## src/rtl/dctimer_pkg.sv

```systemverilog
package dctimer_pkg;

   // Register word indices; software decodes these positions.
   typedef enum logic [2:0] {
      REG_RELOAD = 3'd0,
      REG_COUNT  = 3'd1,
      REG_MODE   = 3'd2,
      REG_ACK    = 3'd3,
      REG_RAW    = 3'd4,
      REG_MASKED = 3'd5,
      REG_SHADOW = 3'd6
   } reg_idx_e;

   // Control byte, bit 7 down to bit 0.
   typedef struct packed {
      logic       run;       // bit 7
      logic       periodic;  // bit 6
      logic       int_en;    // bit 5
      logic       spare;     // bit 4, reads zero
      logic [1:0] div_sel;   // bits 3:2
      logic       wide;      // bit 1
      logic       single;    // bit 0
   } mode_t;

   localparam mode_t MODE_RESET = 8'h20;
   localparam int    MODE_W     = 8;

endpackage

```

## src/rtl/dctimer_prescale.sv

```systemverilog
module dctimer_prescale #(
   parameter int SHIFT_A = 4,
   parameter int SHIFT_B = 8
) (
   input  logic       clk,
   input  logic       rst_n,
   input  logic       run,
   input  logic       tick,
   input  logic       restart,
   input  logic [1:0] sel,
   output logic       step
);
   localparam int PW = SHIFT_B;

   generate
      if (SHIFT_A < 1 || SHIFT_A >= SHIFT_B) begin : g_bad_shift
         $error("dctimer_prescale: SHIFT_A must be in 1..SHIFT_B-1");
      end
   endgenerate

   logic [PW-1:0] pcnt_q;
   logic [PW-1:0] limit;
   logic          at_limit;

   always_comb begin
      unique case (sel)
         2'b01:   limit = PW'((1 << SHIFT_A) - 1);
         2'b10:   limit = {PW{1'b1}};
         default: limit = '0;
      endcase
   end

   assign at_limit = (pcnt_q >= limit);
   assign step     = run && tick && !restart && at_limit;

   always_ff @(posedge clk) begin
      if (!rst_n) begin
         pcnt_q <= '0;
      end else if (restart || !run) begin
         pcnt_q <= '0;
      end else if (tick) begin
         pcnt_q <= at_limit ? '0 : pcnt_q + PW'(1);
      end
   end

   AST_PRESCALE_GAP: assert property (@(posedge clk) disable iff (!rst_n)
      (step && limit != '0 && !restart) |=> !step);

endmodule

```

## src/rtl/dctimer_flag.sv

```systemverilog
module dctimer_flag (
   input  logic clk,
   input  logic rst_n,
   input  logic set,
   input  logic clr,
   output logic raw
);
   always_ff @(posedge clk) begin
      if (!rst_n)   raw <= 1'b0;
      else if (set) raw <= 1'b1;
      else if (clr) raw <= 1'b0;
   end

   AST_CLEAR_TAKES: assert property (@(posedge clk) disable iff (!rst_n)
      (clr && !set) |=> !raw);
   AST_SET_WINS: assert property (@(posedge clk) disable iff (!rst_n)
      set |=> raw);

endmodule

```

## src/rtl/dctimer_count.sv

```systemverilog
module dctimer_count #(
   parameter int DATA_W   = 32,
   parameter int NARROW_W = 16
) (
   input  logic              clk,
   input  logic              rst_n,
   input  logic              step,
   input  logic              wide,
   input  logic              single,
   input  logic              jam,
   input  logic [DATA_W-1:0] jam_val,
   input  logic [DATA_W-1:0] reload_val,
   output logic [DATA_W-1:0] view,
   output logic              expire
);
   localparam logic [DATA_W-1:0] NMASK = {DATA_W{1'b1}} >> (DATA_W - NARROW_W);

   logic [DATA_W-1:0] cnt_q;
   logic [DATA_W-1:0] eff;
   logic [DATA_W-1:0] dec;

   generate
      if (NARROW_W == DATA_W) begin : g_full
         logic unused_wide;
         assign unused_wide = wide;
         assign eff = cnt_q;
         assign dec = cnt_q - DATA_W'(1);
      end else begin : g_split
         assign eff = wide ? cnt_q : (cnt_q & NMASK);
         assign dec = wide ? (cnt_q - DATA_W'(1))
                           : ((cnt_q & ~NMASK) | ((cnt_q - DATA_W'(1)) & NMASK));
      end
   endgenerate

   always_ff @(posedge clk) begin
      if (!rst_n) begin
         cnt_q <= '0;
      end else if (jam) begin
         cnt_q <= jam_val;
      end else if (step) begin
         if (eff == '0) begin
            if (!single) cnt_q <= reload_val;
         end else begin
            cnt_q <= dec;
         end
      end
   end

   assign view   = eff;
   assign expire = step && !jam && (eff == DATA_W'(1));

endmodule

```

## src/rtl/dctimer_chan.sv

```systemverilog
module dctimer_chan
   import dctimer_pkg::*;
#(
   parameter int DATA_W    = 32,
   parameter int NARROW_W  = 16,
   parameter int ADDR_W    = 3,
   parameter int PRE_A_LOG = 4,
   parameter int PRE_B_LOG = 8
) (
   input  logic              clk,
   input  logic              rst_n,
   input  logic              tick_en,
   input  logic              wr_en,
   input  logic              rd_en,
   input  logic [ADDR_W-1:0] addr,
   input  logic [DATA_W-1:0] wdata,
   output logic [DATA_W-1:0] rdata,
   output logic              irq
);
   localparam logic [DATA_W-1:0] NMASK = {DATA_W{1'b1}} >> (DATA_W - NARROW_W);
   localparam logic [DATA_W-1:0] ONES  = {DATA_W{1'b1}};

   generate
      if (DATA_W < MODE_W || NARROW_W < 1 || NARROW_W > DATA_W) begin : g_bad_width
         $error("dctimer_chan: need 8 <= DATA_W and 1 <= NARROW_W <= DATA_W");
      end
      if (ADDR_W < 3) begin : g_bad_addr
         $error("dctimer_chan: ADDR_W must be at least 3");
      end
   endgenerate

   mode_t             mode_q;
   mode_t             mode_new;
   logic [DATA_W-1:0] reload_q;
   logic              wr_reload, wr_mode, wr_ack, wr_shadow;
   logic              jam;
   logic [DATA_W-1:0] jam_val;
   logic              step;
   logic              expire;
   logic              raw;
   logic [DATA_W-1:0] cnt_view;

   function automatic logic [DATA_W-1:0] reload_src(mode_t m, logic [DATA_W-1:0] ld);
      if (!m.periodic && !m.single) return m.wide ? ONES : NMASK;
      return m.wide ? ld : (ld & NMASK);
   endfunction

   assign wr_reload = wr_en && (addr == ADDR_W'(REG_RELOAD));
   assign wr_mode   = wr_en && (addr == ADDR_W'(REG_MODE));
   assign wr_ack    = wr_en && (addr == ADDR_W'(REG_ACK));
   assign wr_shadow = wr_en && (addr == ADDR_W'(REG_SHADOW));

   always_comb begin
      mode_new       = mode_t'(wdata[MODE_W-1:0]);
      mode_new.spare = 1'b0;
   end

   always_ff @(posedge clk) begin
      if (!rst_n) begin
         mode_q   <= MODE_RESET;
         reload_q <= '0;
      end else begin
         if (wr_mode)                reload_q <= reload_q;
         if (wr_reload || wr_shadow) reload_q <= wdata;
         if (wr_mode)                mode_q   <= mode_new;
      end
   end

   assign jam     = wr_reload || (wr_mode && mode_new.run);
   assign jam_val = wr_reload ? wdata : reload_src(mode_new, reload_q);

   dctimer_prescale #(
      .SHIFT_A (PRE_A_LOG),
      .SHIFT_B (PRE_B_LOG)
   ) u_prescale (
      .clk     (clk),
      .rst_n   (rst_n),
      .run     (mode_q.run),
      .tick    (tick_en),
      .restart (wr_mode),
      .sel     (mode_q.div_sel),
      .step    (step)
   );

   dctimer_count #(
      .DATA_W   (DATA_W),
      .NARROW_W (NARROW_W)
   ) u_count (
      .clk        (clk),
      .rst_n      (rst_n),
      .step       (step),
      .wide       (mode_q.wide),
      .single     (mode_q.single),
      .jam        (jam),
      .jam_val    (jam_val),
      .reload_val (reload_src(mode_q, reload_q)),
      .view       (cnt_view),
      .expire     (expire)
   );

   dctimer_flag u_flag (
      .clk   (clk),
      .rst_n (rst_n),
      .set   (expire),
      .clr   (wr_ack),
      .raw   (raw)
   );

   assign irq = raw && mode_q.int_en;

   always_comb begin
      rdata = '0;
      if (rd_en) begin
         case (addr)
            ADDR_W'(REG_RELOAD), ADDR_W'(REG_SHADOW): rdata = reload_q;
            ADDR_W'(REG_COUNT):  rdata = cnt_view;
            ADDR_W'(REG_MODE):   rdata = DATA_W'(mode_q);
            ADDR_W'(REG_RAW):    rdata = DATA_W'(raw);
            ADDR_W'(REG_MASKED): rdata = DATA_W'(raw && mode_q.int_en);
            default:             rdata = '0;
         endcase
      end
   end

   AST_LOAD_FORCE: assert property (@(posedge clk) disable iff (!rst_n)
      wr_reload |=> cnt_view == (mode_q.wide ? $past(wdata) : ($past(wdata) & NMASK)));
   AST_SHADOW_KEEP: assert property (@(posedge clk) disable iff (!rst_n)
      (wr_shadow && !step) |=> $stable(cnt_view));
   AST_STEP_DEC: assert property (@(posedge clk) disable iff (!rst_n)
      (step && cnt_view > DATA_W'(1) && !wr_en) |=> cnt_view == $past(cnt_view) - DATA_W'(1));
   AST_FREE_WRAP: assert property (@(posedge clk) disable iff (!rst_n)
      (step && cnt_view == '0 && !mode_q.periodic && !mode_q.single && !wr_en)
      |=> cnt_view == (mode_q.wide ? ONES : NMASK));
   AST_SINGLE_HOLD: assert property (@(posedge clk) disable iff (!rst_n)
      (mode_q.run && mode_q.single && cnt_view == '0 && !wr_en) |=> cnt_view == '0);
   AST_IDLE_FROZEN: assert property (@(posedge clk) disable iff (!rst_n)
      (!mode_q.run && !wr_en) |=> $stable(cnt_view));

endmodule

```

## config.mk

```make
export PLATFORM = sky130hd
export DESIGN_NAME = dctimer_chan
export DESIGN_NICKNAME = d
export VERILOG_FILES = /design/src/rtl/dctimer_pkg.sv /design/src/rtl/dctimer_prescale.sv /design/src/rtl/dctimer_flag.sv /design/src/rtl/dctimer_count.sv /design/src/rtl/dctimer_chan.sv
export SDC_FILE = /design/constraint.sdc
export NUM_CORES = 1
export LEC_CHECK = 0
export BUFFER_PORTS_ARGS = -buffer_cell sky130_fd_sc_hd__buf_2
export CAP_MARGIN = 20
export CORE_UTILIZATION = 40
export DETAILED_ROUTE_END_ITERATION = 10
export HOLD_SLACK_MARGIN = 0.06
export PLACE_DENSITY = 0.58
export SLEW_MARGIN = 5
export SYNTH_ARGS = -nofsm -noshare
export SYNTH_HDL_FRONTEND = slang
export SYNTH_SLANG_ARGS = --single-unit
```

## constraint.sdc

```tcl
create_clock -name clk -period 3.17 [get_ports clk]
set_input_delay 0.634 -clock clk [delete_from_list [all_inputs] [get_ports clk]]
set_output_delay 0.634 -clock clk [all_outputs]
set_load 0.05 [all_outputs]
```

==> tab_implementation.tex, run 1 <==
\begin{tabular}{lr}
\hline
Metric & Value \\
\hline
\multicolumn{2}{l}{\textbf{Route}} \\
Number of search-and-repair iterations in the first detailed-routing pass & 5 \\
Vias per cell & 5.89 \\
Average routed wire per standard cell & 18.1 microns \\
Initial drt markers & 357 \\
Vias after detailed routing & 5,481 \\
Final routed wirelength across all metal layers & 16,900 microns \\
Number of nets with antenna violations after detailed routing & 0 \\
Total DRC errors in the routed layout & 0 \\
\multicolumn{2}{l}{\textbf{Setup path}} \\
CP arrival & 2190 ps \\
Crit-path most repeated cell & buf\_2 \\
Element type at the critical path end & output port \\
Required arrival time at the worst endpoint & 2540 ps \\
Critical path launch point type & input port \\
Largest fanout on the critical path & 8 \\
Sequence of cells on the critical path & buf\_2 > inv\_1 > nor2\_1 > a22oi\_1 > o22ai\_1 > and2\_1 > buf\_2 \\
Worst setup path category & in2out \\
Crit path largest cell delay & 440 ps \\
Standard cell with the maximum stage delay on the critical path & nor2\_1 \\
\multicolumn{2}{l}{\textbf{Die}} \\
\# rows & 41 \\
Core Region & 12,700 sq um \\
Die X & 117 microns \\
Initial cell density of the core & 0.413 \\
Die Height & 117 microns \\
DIE AREA & 13,600 sq um \\
Number of I/O pins & 73 \\
\multicolumn{2}{l}{\textbf{Synthesis}} \\
Post-synthesis cell count & 701 \\
Async S/R FF share, synth & 0 \\
Number of distinct standard cells referenced by the synthesized netlist & 57 \\
Post-synthesis cell area & 5260 sq um \\
Synthesized area per cell & 7.50 sq um \\
Post-synth EDFFs & 0 \\
Most area-hungry cell type in the Yosys netlist & dfxtp\_1 \\
Most numerous cell types in the synthesized netlist & nand2\_1, dfxtp\_1, nor2\_1, o21ai\_0, a21oi\_1 \\
Dominant synthesized flop cell & dfxtp\_1 \\
Largest cells by area after synthesis & dfxtp\_1, nand2\_1, a21boi\_0 \\
Top-area cell type share of the netlist area & 0.305 \\
Count of warnings emitted by yosys & 0 \\
Post-synth net total & 751 \\
Post-synthesis sequential area ratio & 0.305 \\
Synth Register Bits & 80 \\
Dominant cell by count in the synthesized netlist & nand2\_1 \\
\multicolumn{2}{l}{\textbf{Power and ir drop}} \\
Power per unit of standard cell area & 455 nW/um\^{}2 \\
Internal power of the cells & 0.00192 W \\
Net switching power & 0.000866 W \\
Lkg Pwr & 2.25 nW \\
Worst IR Drop VDD & 0.222 mV \\
Switch share & 0.311 \\
Share of power burned in the clock network & 0.369 \\
Logic gate share of total power & 0.236 \\
Proportion of power drawn by flip-flops and latches & 0.395 \\
Final Power & 0.00279 W \\
\multicolumn{2}{l}{\textbf{Status}} \\
Run status & finished, final reports clean \\
\multicolumn{2}{l}{\textbf{Timing}} \\
Maximum achievable frequency & 0.354 GHz \\
Final Skew & 7.28 ps \\
Setup violators final & 0 \\
Number of slew-limit violations in the final report & 0 \\
Final Hold Viols & 0 \\
Shortest period the worst path allows & 2830 ps \\
Unrepaired setup endpoints after global routing & no \\
Portion of the clock cycle consumed by the worst path in the final layout & 0.892 \\
Least setup slack across all paths after layout & 344 ps \\
Setup Total Neg Slack & 0 ps \\
Normalized max-slew margin & 0.383 \\
Slew @ Worst Pin & 926 ps \\
\multicolumn{2}{l}{\textbf{CTS}} \\
Number of gates resized after cts & 0 \\
CTS tree & done \\
Maximum clock insertion buffer count & 2 \\
Total of hold buffers inserted after clock tree synthesis & 0 \\
Clock Sinks & 80 \\
Number of H-tree levels & 3 \\
Number of buffers added by the clock tree synthesis step & 9 \\
Number of buffers inserted by post-CTS setup repair & 0 \\
Clock-pin transition on the worst setup and hold timing paths & 60 ps \\
Source-to-sink clock delay at the later pin of the worst-skew pair & 350 ps \\
CTS root buf & clkbuf\_16 \\
\multicolumn{2}{l}{\textbf{Final layout}} \\
Total number of nets in the final design & 807 \\
Diode insertion count for antenna repair & 0 \\
Area grow syn2layout & 16.7\% \\
Multi-input combinational cell area & 3430 sq um \\
Final cell utilization of the core & 0.482 \\
Number of inserted filler cells in the final layout & 1,323 \\
Sequential cell area & 1600 sq um \\
Ratio of cells with drive above 1 in the final layout & 0.194 \\
Design area & 6130 sq um \\
\multicolumn{2}{l}{\textbf{GRT}} \\
Via count of the first global-routing pass & 5,237 \\
Antenna violations before repair & 0 \\
Global route overflow & 0 \\
Global-route wire length before repair & 27,400 microns \\
Largest net degree at the start of global routing & 49 \\
Overall Global Routing Usage & 0.264 \\
\multicolumn{2}{l}{\textbf{Place}} \\
I/O Buffers & 72 \\
Placement Cell Area & 5860 sq um \\
Final RePlAce weighted congestion & 0.825 \\
Pre-CTS worst setup slack & 345 ps \\
Placed wire-length estimate & 11,500 microns \\
\multicolumn{2}{l}{\textbf{Hold path}} \\
Path category of the worst min-delay check & reg2reg \\
\multicolumn{2}{l}{\textbf{Job}} \\
Max Cap Viol & 0 \\
\hline
\end{tabular}
stage by stage:
step	hold slack [ps]	std cells
CTS	495	931
global placement	473	918
finish	494	931
floorplan	457	701
detailed placement	479	918
global route	520	931
worst paths after layout:
path	startpoint	end	slack, ps	cells past startpoint
max	addr[1]	rdata[0]	340	7
min	mode_q[2]	mode_q[2]	490	2
max reg2reg	mode_q[2]	u_count.cnt_q[4]	350	11
min reg2reg	mode_q[2]	mode_q[2]	490	2
layout by cell type (no fill, tap or decap), drive strengths merged, types with 6 or more instances in the layout:
cell    netlist  layout
nand2       129     129
buf          13      96
dfxtp        80      80
nor2         58      58
o21ai        56      56
a21oi        41      41
a21boi       39      39
a22oi        32      32
xnor2        24      24
nor4         17      17
a41oi        15      15
nor3         13      13
inv          12      12
clkbuf       38      12
o211ai       11      11
nor2b        11      11
ha           10      10
xor2          9       9
o221ai        9       9
nand4         8       8
and2          7       7
a31oi         7       7
o311ai        7       7
nand3         6       6
o21a          6       6
per-layer routing:
layer  GRT usage  share of wire  vias up
li1            -              -     2656
met1       0.350           0.44     2593
met2       0.430           0.47      202
met3      0.0431          0.063       30
met4       0.100          0.021        0
met5           0              0        -
layout make-up:
class                           instances  share of cell area
Multi-Input combinational cell        558               0.559
Sequential cell                        80               0.261
Timing Repair Buffer                   96              0.0922
Clock buffer                           12              0.0402
Tap cell                              172              0.0351
Inverter                               12             0.00734
Clock inverter                          1             0.00489
critical path: cells and delay by family:
| kind | cells | cell delay, ps |
|---|---|---|
| compound gates | 2 | 420 |
| buf+inv | 3 | 530 |
| simple gates | 2 | 610 |
cell families (layout without fill, tap and decap cells):
family          after synthesis  count (layout)  synth area share
simple gates                271             271             0.249
compound gates              239             239             0.304
flops                        80              80             0.305
buf+inv                      63             121            0.0545
xor+xnor                     33              33            0.0550
fa+ha+maj                    10              10            0.0238
mux                           5               5           0.00952
registers in the layout, indices dropped and copies added, names as in the netlist:
register           count
mode_q                 7
reload_q              32
u_count.cnt_q         32
u_flag.raw             1
u_prescale.pcnt_q      8
power by group through the flow:
stage / Clock (W) / Sequential, W / Combinational, W
final: 0.00103 / 0.00110 / 0.000659
after global routing: 0.00109 / 0.00111 / 0.000734
after CTS: 0.00105 / 0.00110 / 0.000661
after detailed placement: 0 / 0.00112 / 0.000657
after global placement: 0 / 0.00112 / 0.000648
after floorplan: 0 / 0.00110 / 0.000505
No activity file was read; power rests on OpenSTA's default activity.
==> inputs of run 2 (changes only) <==
--- a/config.mk
+++ b/config.mk
@@ -11,6 +11,7 @@
 export DETAILED_ROUTE_END_ITERATION = 10
 export HOLD_SLACK_MARGIN = 0.06
 export PLACE_DENSITY = 0.58
+export RECOVER_POWER = 100
 export SLEW_MARGIN = 5
 export SYNTH_ARGS = -nofsm -noshare
 export SYNTH_HDL_FRONTEND = slang
==> run 2 against run 1 <==
Clock power barely moved; flip-flop and latch count is the same; via count grew 0.24%; combinational power about the same; utilization decreased by 0.25 points; count of clock-buffer cells in the layout is the same; cell count unchanged; fmax shrank 4.0%; non-clock buffer count did not move; total power about the same; critical path type unchanged; largest cell class unchanged.
==> tab_implementation.tex, run 2 (synthesis results as in run 1) <==
\begin{tabular}{lr}
\hline
Metric & Value \\
\hline
\multicolumn{2}{l}{\textbf{CTS}} \\
CTS root buf & clkbuf\_16 \\
Clock Sinks & 80 (unchanged) \\
Clock-pin transition on the worst setup and hold timing paths & 60 ps (about the same) \\
Total of hold buffers inserted after clock tree synthesis & 0 (unchanged) \\
Source-to-sink clock delay at the later pin of the worst-skew pair & 360 ps (about the same) \\
CTS tree & done \\
Number of gates resized after cts & 0 (unchanged) \\
Maximum clock insertion buffer count & 2 (unchanged) \\
Number of buffers inserted by post-CTS setup repair & 0 (unchanged) \\
Number of buffers added by the clock tree synthesis step & 9 (unchanged) \\
Number of H-tree levels & 3 (unchanged) \\
\multicolumn{2}{l}{\textbf{Timing}} \\
Portion of the clock cycle consumed by the worst path in the final layout & 0.928 (+0.0368) \\
Maximum achievable frequency & 0.340 GHz (-4.0\%) \\
Setup violators final & 0 (unchanged) \\
Normalized max-slew margin & 0.388 (+0.00461) \\
Number of slew-limit violations in the final report & 0 (unchanged) \\
Final Skew & 7.51 ps (+0.226 ps) \\
Shortest period the worst path allows & 2940 ps (+117 ps) \\
Slew @ Worst Pin & 919 ps (-6.91 ps) \\
Final Hold Viols & 0 (unchanged) \\
Unrepaired setup endpoints after global routing & no \\
Setup Total Neg Slack & 0 ps (unchanged) \\
\multicolumn{2}{l}{\textbf{Hold path}} \\
Path category of the worst min-delay check & reg2reg \\
\multicolumn{2}{l}{\textbf{Die}} \\
Die X & 117 microns (unchanged) \\
\# rows & 41 (unchanged) \\
DIE AREA & 13,600 sq um (unchanged) \\
Core Region & 12,700 sq um (unchanged) \\
Initial cell density of the core & 0.413 (unchanged) \\
Number of I/O pins & 73 (unchanged) \\
Die Height & 117 microns (unchanged) \\
\multicolumn{2}{l}{\textbf{Final layout}} \\
Diode insertion count for antenna repair & 0 (unchanged) \\
Regs by FF count & reload\_q x32, u\_count.cnt\_q x32, u\_prescale.pcnt\_q x8 \\
Most used cells in the layout excluding fill and tap cells & nand2\_1, dfxtp\_1, o21ai\_0, nor2\_1, a21oi\_1 \\
Ratio of cells with drive above 1 in the final layout & 0.188 (-0.00527) \\
Total number of nets in the final design & 807 (unchanged) \\
Commonest non-fill, non-tap cell in the layout & nand2\_1 \\
Area grow syn2layout & 16.1\% \\
Final cell utilization of the core & 0.480 (-0.00246) \\
\multicolumn{2}{l}{\textbf{Setup path}} \\
Sequence of cells on the critical path & clkbuf\_1 > nor3b\_2 > and2\_1 > buf\_4 > a22oi\_1 > nor2\_2 > clkbuf\_2 \\
Required arrival time at the worst endpoint & 2540 ps (about the same) \\
Number of buffers and inverters on the critical path & 3 (unchanged) \\
Largest fanout on the critical path & 16 (+8) \\
Cell type group with the largest total delay on the critical path & buffers and inverters \\
CP arrival & 2310 ps (+120 ps) \\
Element type at the critical path end & output port \\
Worst setup path category & in2out \\
Critical path launch point type & input port \\
Crit path largest cell delay & 460 ps (+20 ps) \\
Standard cell with the maximum stage delay on the critical path & clkbuf\_1 \\
\multicolumn{2}{l}{\textbf{Power and ir drop}} \\
Power per unit of standard cell area & 457 nW/um\^{}2 (+0.53\%) \\
Lkg Pwr & 2.20 nW (-2.0\%) \\
Worst IR Drop VDD & 0.222 mV (+0.15\%) \\
\multicolumn{2}{l}{\textbf{Route}} \\
Vias after detailed routing & 5,494 (+0.24\%) \\
Vias per cell & 5.90 (+0.24\%) \\
Final routed wirelength across all metal layers & 16,900 microns (+0.11\%) \\
Average routed wire per standard cell & 18.1 microns (+0.11\%) \\
Initial drt markers & 324 (-9.2\%) \\
Number of nets with antenna violations after detailed routing & 0 (unchanged) \\
Total DRC errors in the routed layout & 0 (unchanged) \\
Number of search-and-repair iterations in the first detailed-routing pass & 5 (unchanged) \\
\multicolumn{2}{l}{\textbf{GRT}} \\
Largest net degree at the start of global routing & 49 (unchanged) \\
Global route overflow & 0 (unchanged) \\
Overall Global Routing Usage & 0.264 (unchanged) \\
Via count of the first global-routing pass & 5,237 (unchanged) \\
Antenna violations before repair & 0 (unchanged) \\
Global-route wire length before repair & 27,400 microns (unchanged) \\
\multicolumn{2}{l}{\textbf{Place}} \\
Final RePlAce weighted congestion & 0.825 (unchanged) \\
I/O Buffers & 72 (unchanged) \\
Placed wire-length estimate & 11,500 microns (unchanged) \\
\multicolumn{2}{l}{\textbf{Status}} \\
Run status & finished, final reports clean \\
\multicolumn{2}{l}{\textbf{Job}} \\
Max Cap Viol & 0 (unchanged) \\
\hline
\end{tabular}
## run 2: cell types whose count changed in the layout (fill, tap and decap cells not counted), sizes merged
cell / before / now
buf: 96 / 60
clkbuf: 12 / 48
## run 2: worst register-to-register path, delay by kind of cell, from the launching register on
family / cells / cell delay (ps)
AO/OA/AOI/OAI: 6 / 1170
adder cells (fa/ha/maj): 2 / 600
buffers and inverters: 2 / 310
flip-flops: 1 / 350
AND/OR/NAND/NOR: 1 / 290
## run 2: final timing paths
| path | start | cells past startpoint | end | slack [ps] |
|---|---|---|---|---|
| setup / recovery | addr[0] | 7 | rdata[25] | 230 |
| hold / removal | mode_q[2] | 2 | mode_q[2] | 500 |
| setup reg to reg | mode_q[2] | 11 | u_count.cnt_q[4] | 350 |
| hold reg to reg | mode_q[2] | 2 | mode_q[2] | 500 |
## run 2: per-stage QoR
stage / instances / worst slack, ps / area [sq um] / hold slack (ps) / total power, W
after floorplan: 701 / 14.5 / 5310 / 457 / 0.00161
after global placement: 918 / 349 / 5860 / 473 / 0.00177
after detailed placement: 918 / 345 / 5860 / 479 / 0.00178
after CTS: 931 / 345 / 6130 / 495 / 0.00281
after global routing: 931 / 82.7 / 6100 / 520 / 0.00293
final: 931 / 227 / 6100 / 497 / 0.00279
## run 2: routing by layer
metal,vias up,track usage,routed length [microns]
met5,-,0,0
met4,0,0.100,371
met3,34,0.0431,1010
met2,189,0.430,7900
met1,2612,0.350,7600
li1,2659,-,-
## run 2: area by class of cell
type	instances	area [sq um]
fill	1331	6620
multi-input combinational	558	3420
sequential	80	1600
timing repair buffer	96	543
clock buffer	12	246
tap	172	215
inverter	12	45.0
clock inverter	1	30.0
## run 2: report_power, final
group	leakage [nW]	switching [W]	internal, W
combinational	1.42	0.000400	0.000256
sequential	0.649	0.0000570	0.00104
clock	0.135	0.000413	0.000619
total	2.20	0.000870	0.00192
==> inputs of run 3 (changes only) <==
--- a/config.mk
+++ b/config.mk
@@ -10,7 +10,6 @@
 export CORE_UTILIZATION = 40
 export DETAILED_ROUTE_END_ITERATION = 10
 export HOLD_SLACK_MARGIN = 0.06
-export PLACE_DENSITY = 0.58
 export RECOVER_POWER = 100
 export SLEW_MARGIN = 5
 export SYNTH_ARGS = -nofsm -noshare
==> run 3 against run 2 <==
First-iteration DRC count down 6.5%; non-clock buffer count shrank 3; critical path depth unchanged; combinational power down 0.9%.
==> tab_implementation.tex, run 3 (synthesis results as in run 1) <==
\begin{tabular}{lr}
\hline
Metric & Value \\
\hline
\multicolumn{2}{l}{\textbf{Power and ir drop}} \\
Final Power & 0.00272 W (-2.5\%) \\
Net switching power & 0.000863 W (-0.83\%) \\
Share of power burned in the clock network & 0.356 (-0.014) \\
Worst IR Drop VDD & 0.163 mV (-27\%) \\
Internal power of the cells & 0.00186 W (-3.3\%) \\
Lkg Pwr & 2.18 nW (-1.2\%) \\
Power per unit of standard cell area & 448 nW/um\^{}2 (-1.9\%) \\
Logic gate share of total power & 0.239 (+0.004) \\
Switch share & 0.317 (+0.00536) \\
Proportion of power drawn by flip-flops and latches & 0.405 (+0.010) \\
\multicolumn{2}{l}{\textbf{CTS}} \\
Source-to-sink clock delay at the later pin of the worst-skew pair & 350 ps (about the same) \\
CTS tree & done \\
Number of buffers inserted by post-CTS setup repair & 0 (unchanged) \\
Maximum clock insertion buffer count & 2 (unchanged) \\
Clock Sinks & 80 (unchanged) \\
Clock-pin transition on the worst setup and hold timing paths & 60 ps (about the same) \\
Number of buffers added by the clock tree synthesis step & 9 (unchanged) \\
Total of hold buffers inserted after clock tree synthesis & 0 (unchanged) \\
Number of H-tree levels & 3 (unchanged) \\
Number of gates resized after cts & 0 (unchanged) \\
CTS root buf & clkbuf\_16 \\
\multicolumn{2}{l}{\textbf{Setup path}} \\
CP arrival & 2300 ps (about the same) \\
Worst setup path category & in2out \\
Cell type group with the largest total delay on the critical path & buffers and inverters \\
Largest fanout on the critical path & 16 (unchanged) \\
Worst flop-to-flop path endpoint & u\_count.cnt\_q[4] \\
FF-to-FF Start & mode\_q[2] \\
Standard cell with the maximum stage delay on the critical path & clkbuf\_1 \\
Required arrival time at the worst endpoint & 2540 ps (about the same) \\
Register-to-register setup slack & 380 ps (+30 ps) \\
Path length in cells of the critical path & 7 (unchanged) \\
Endpoint of the most critical setup path & rdata[31] \\
Worst-case reg-to-reg path depth & 11 (unchanged) \\
Element type at the critical path end & output port \\
Startpoint of the most critical setup path & addr[0] \\
Sequence of cells on the critical path & clkbuf\_1 > nor3b\_2 > and2\_1 > buf\_4 > a22oi\_1 > nor2\_2 > clkbuf\_2 \\
Critical path launch point type & input port \\
Crit path largest cell delay & 430 ps (-30 ps) \\
Number of buffers and inverters on the critical path & 3 (unchanged) \\
\multicolumn{2}{l}{\textbf{Job}} \\
Max Cap Viol & 0 (unchanged) \\
\multicolumn{2}{l}{\textbf{Place}} \\
Final RePlAce weighted congestion & 0.938 (+14\%) \\
Placed wire-length estimate & 11,200 microns (-2.6\%) \\
I/O Buffers & 72 (unchanged) \\
\multicolumn{2}{l}{\textbf{Final layout}} \\
Number of inserted filler cells in the final layout & 1,344 (+0.98\%) \\
Most used cells in the layout excluding fill and tap cells & nand2\_1, dfxtp\_1, o21ai\_0, nor2\_1, a21oi\_1 \\
Diode insertion count for antenna repair & 0 (unchanged) \\
Total number of nets in the final design & 804 (-0.37\%) \\
Regs by FF count & reload\_q x32, u\_count.cnt\_q x32, u\_prescale.pcnt\_q x8 \\
Ratio of cells with drive above 1 in the final layout & 0.184 (-0.00454) \\
Area grow syn2layout & 15.3\% \\
Commonest non-fill, non-tap cell in the layout & nand2\_1 \\
\multicolumn{2}{l}{\textbf{Timing}} \\
Normalized max-slew margin & 0.339 (-0.0490) \\
Slew @ Worst Pin & 992 ps (+73.5 ps) \\
Shortest period the worst path allows & 2930 ps (-8.04 ps) \\
Final Hold Viols & 0 (unchanged) \\
Setup Total Neg Slack & 0 ps (unchanged) \\
Unrepaired setup endpoints after global routing & no \\
Number of slew-limit violations in the final report & 0 (unchanged) \\
Final Skew & 9.34 ps (+1.84 ps) \\
Setup violators final & 0 (unchanged) \\
Maximum achievable frequency & 0.341 GHz (+0.27\%) \\
Portion of the clock cycle consumed by the worst path in the final layout & 0.926 (-0.00254) \\
\multicolumn{2}{l}{\textbf{Route}} \\
Vias per cell & 5.82 (-1.3\%) \\
Number of nets with antenna violations after detailed routing & 0 (unchanged) \\
Vias after detailed routing & 5,404 (-1.6\%) \\
Number of search-and-repair iterations in the first detailed-routing pass & 4 (-1) \\
Average routed wire per standard cell & 17.8 microns (-2.0\%) \\
Final routed wirelength across all metal layers & 16,500 microns (-2.3\%) \\
Initial drt markers & 303 (-6.5\%) \\
Total DRC errors in the routed layout & 0 (unchanged) \\
\multicolumn{2}{l}{\textbf{GRT}} \\
Largest net degree at the start of global routing & 48 (-2.0\%) \\
Antenna violations before repair & 0 (unchanged) \\
Via count of the first global-routing pass & 5,038 (-3.8\%) \\
Overall Global Routing Usage & 0.256 (-0.00776) \\
Global route overflow & 0 (unchanged) \\
Global-route wire length before repair & 26,700 microns (-2.3\%) \\
\multicolumn{2}{l}{\textbf{Die}} \\
Die Height & 117 microns (unchanged) \\
Core Region & 12,700 sq um (unchanged) \\
Number of I/O pins & 73 (unchanged) \\
Initial cell density of the core & 0.413 (unchanged) \\
Die X & 117 microns (unchanged) \\
\# rows & 41 (unchanged) \\
DIE AREA & 13,600 sq um (unchanged) \\
\multicolumn{2}{l}{\textbf{Hold path}} \\
Path category of the worst min-delay check & reg2reg \\
\multicolumn{2}{l}{\textbf{Status}} \\
Run status & finished, final reports clean \\
\hline
\end{tabular}
[run 3: cell types whose count changed in the layout (fill, tap and decap cells not counted), moves of 2 or more]
cell / previous run / this run
buf_4: 20 / 17
clkbuf_2: 34 / 31
o311ai_0: 3 / 5
o311ai_1: 4 / 2
[run 3: metrics by stage]
stage | instances | utilization | worst slack (ps) | instance area [sq um] | hold WS, ps
global route | 928 | 0.477 | 131 | 6060 | 518
finish | 928 | 0.477 | 235 | 6060 | 493
global placement | 915 | 0.458 | 467 | 5820 | 472
detailed placement | 915 | 0.458 | 444 | 5820 | 484
CTS | 928 | 0.478 | 441 | 6080 | 492
floorplan | 701 | - | 14.5 | 5310 | 457
[run 3: final cells by class]
class / count / area, sq um / share of cell area
multi-input combinational: 558 / 3420 / 0.564
sequential: 80 / 1600 / 0.264
timing repair buffer: 93 / 518 / 0.0854
clock buffer: 12 / 256 / 0.0423
tap: 172 / 215 / 0.0355
inverter: 12 / 45.0 / 0.00743
clock inverter: 1 / 5.00 / 0.000825
[run 3: how the worst min path moves through the flow]
stage | startpoint | endpoint | slack [ps] | cells after the start
after floorplan | mode_q[2] | mode_q[2] | 460 | 2
after global placement | mode_q[2] | mode_q[2] | 470 | 2
after detailed placement | mode_q[2] | mode_q[2] | 480 | 2
after CTS | mode_q[2] | mode_q[2] | 490 | 2
after global routing | reload_q[4] | reload_q[4] | 520 | 2
final | mode_q[2] | mode_q[2] | 490 | 2
[run 3: power groups by stage]
| stage | Clock [W] | Sequential [W] | Combinational (W) |
|---|---|---|---|
| CTS | 0.000994 | 0.00110 | 0.000652 |
| floorplan | 0 | 0.00110 | 0.000505 |
| finish | 0.000969 | 0.00110 | 0.000650 |
| global placement | 0 | 0.00112 | 0.000642 |
| global route | 0.00102 | 0.00111 | 0.000720 |
| detailed placement | 0 | 0.00112 | 0.000647 |
[run 3: worst reg2reg max path: cells and delay by family (launching register included)]
kind                     cells  cell delay [ps]
AND/OR/NAND/NOR              1              250
adder cells (fa/ha/maj)      2              610
AO/OA/AOI/OAI                6             1180
buffers and inverters        2              310
flip-flops                   1              360
[run 3: routing by layer]
layer | vias to the layer above | global-route usage | wire [microns]
li1 | 2643 | - | -
met1 | 2576 | 0.343 | 7650
met2 | 162 | 0.409 | 7550
met3 | 23 | 0.0467 | 915
met4 | 0 | 0.101 | 393
met5 | - | 0 | 0
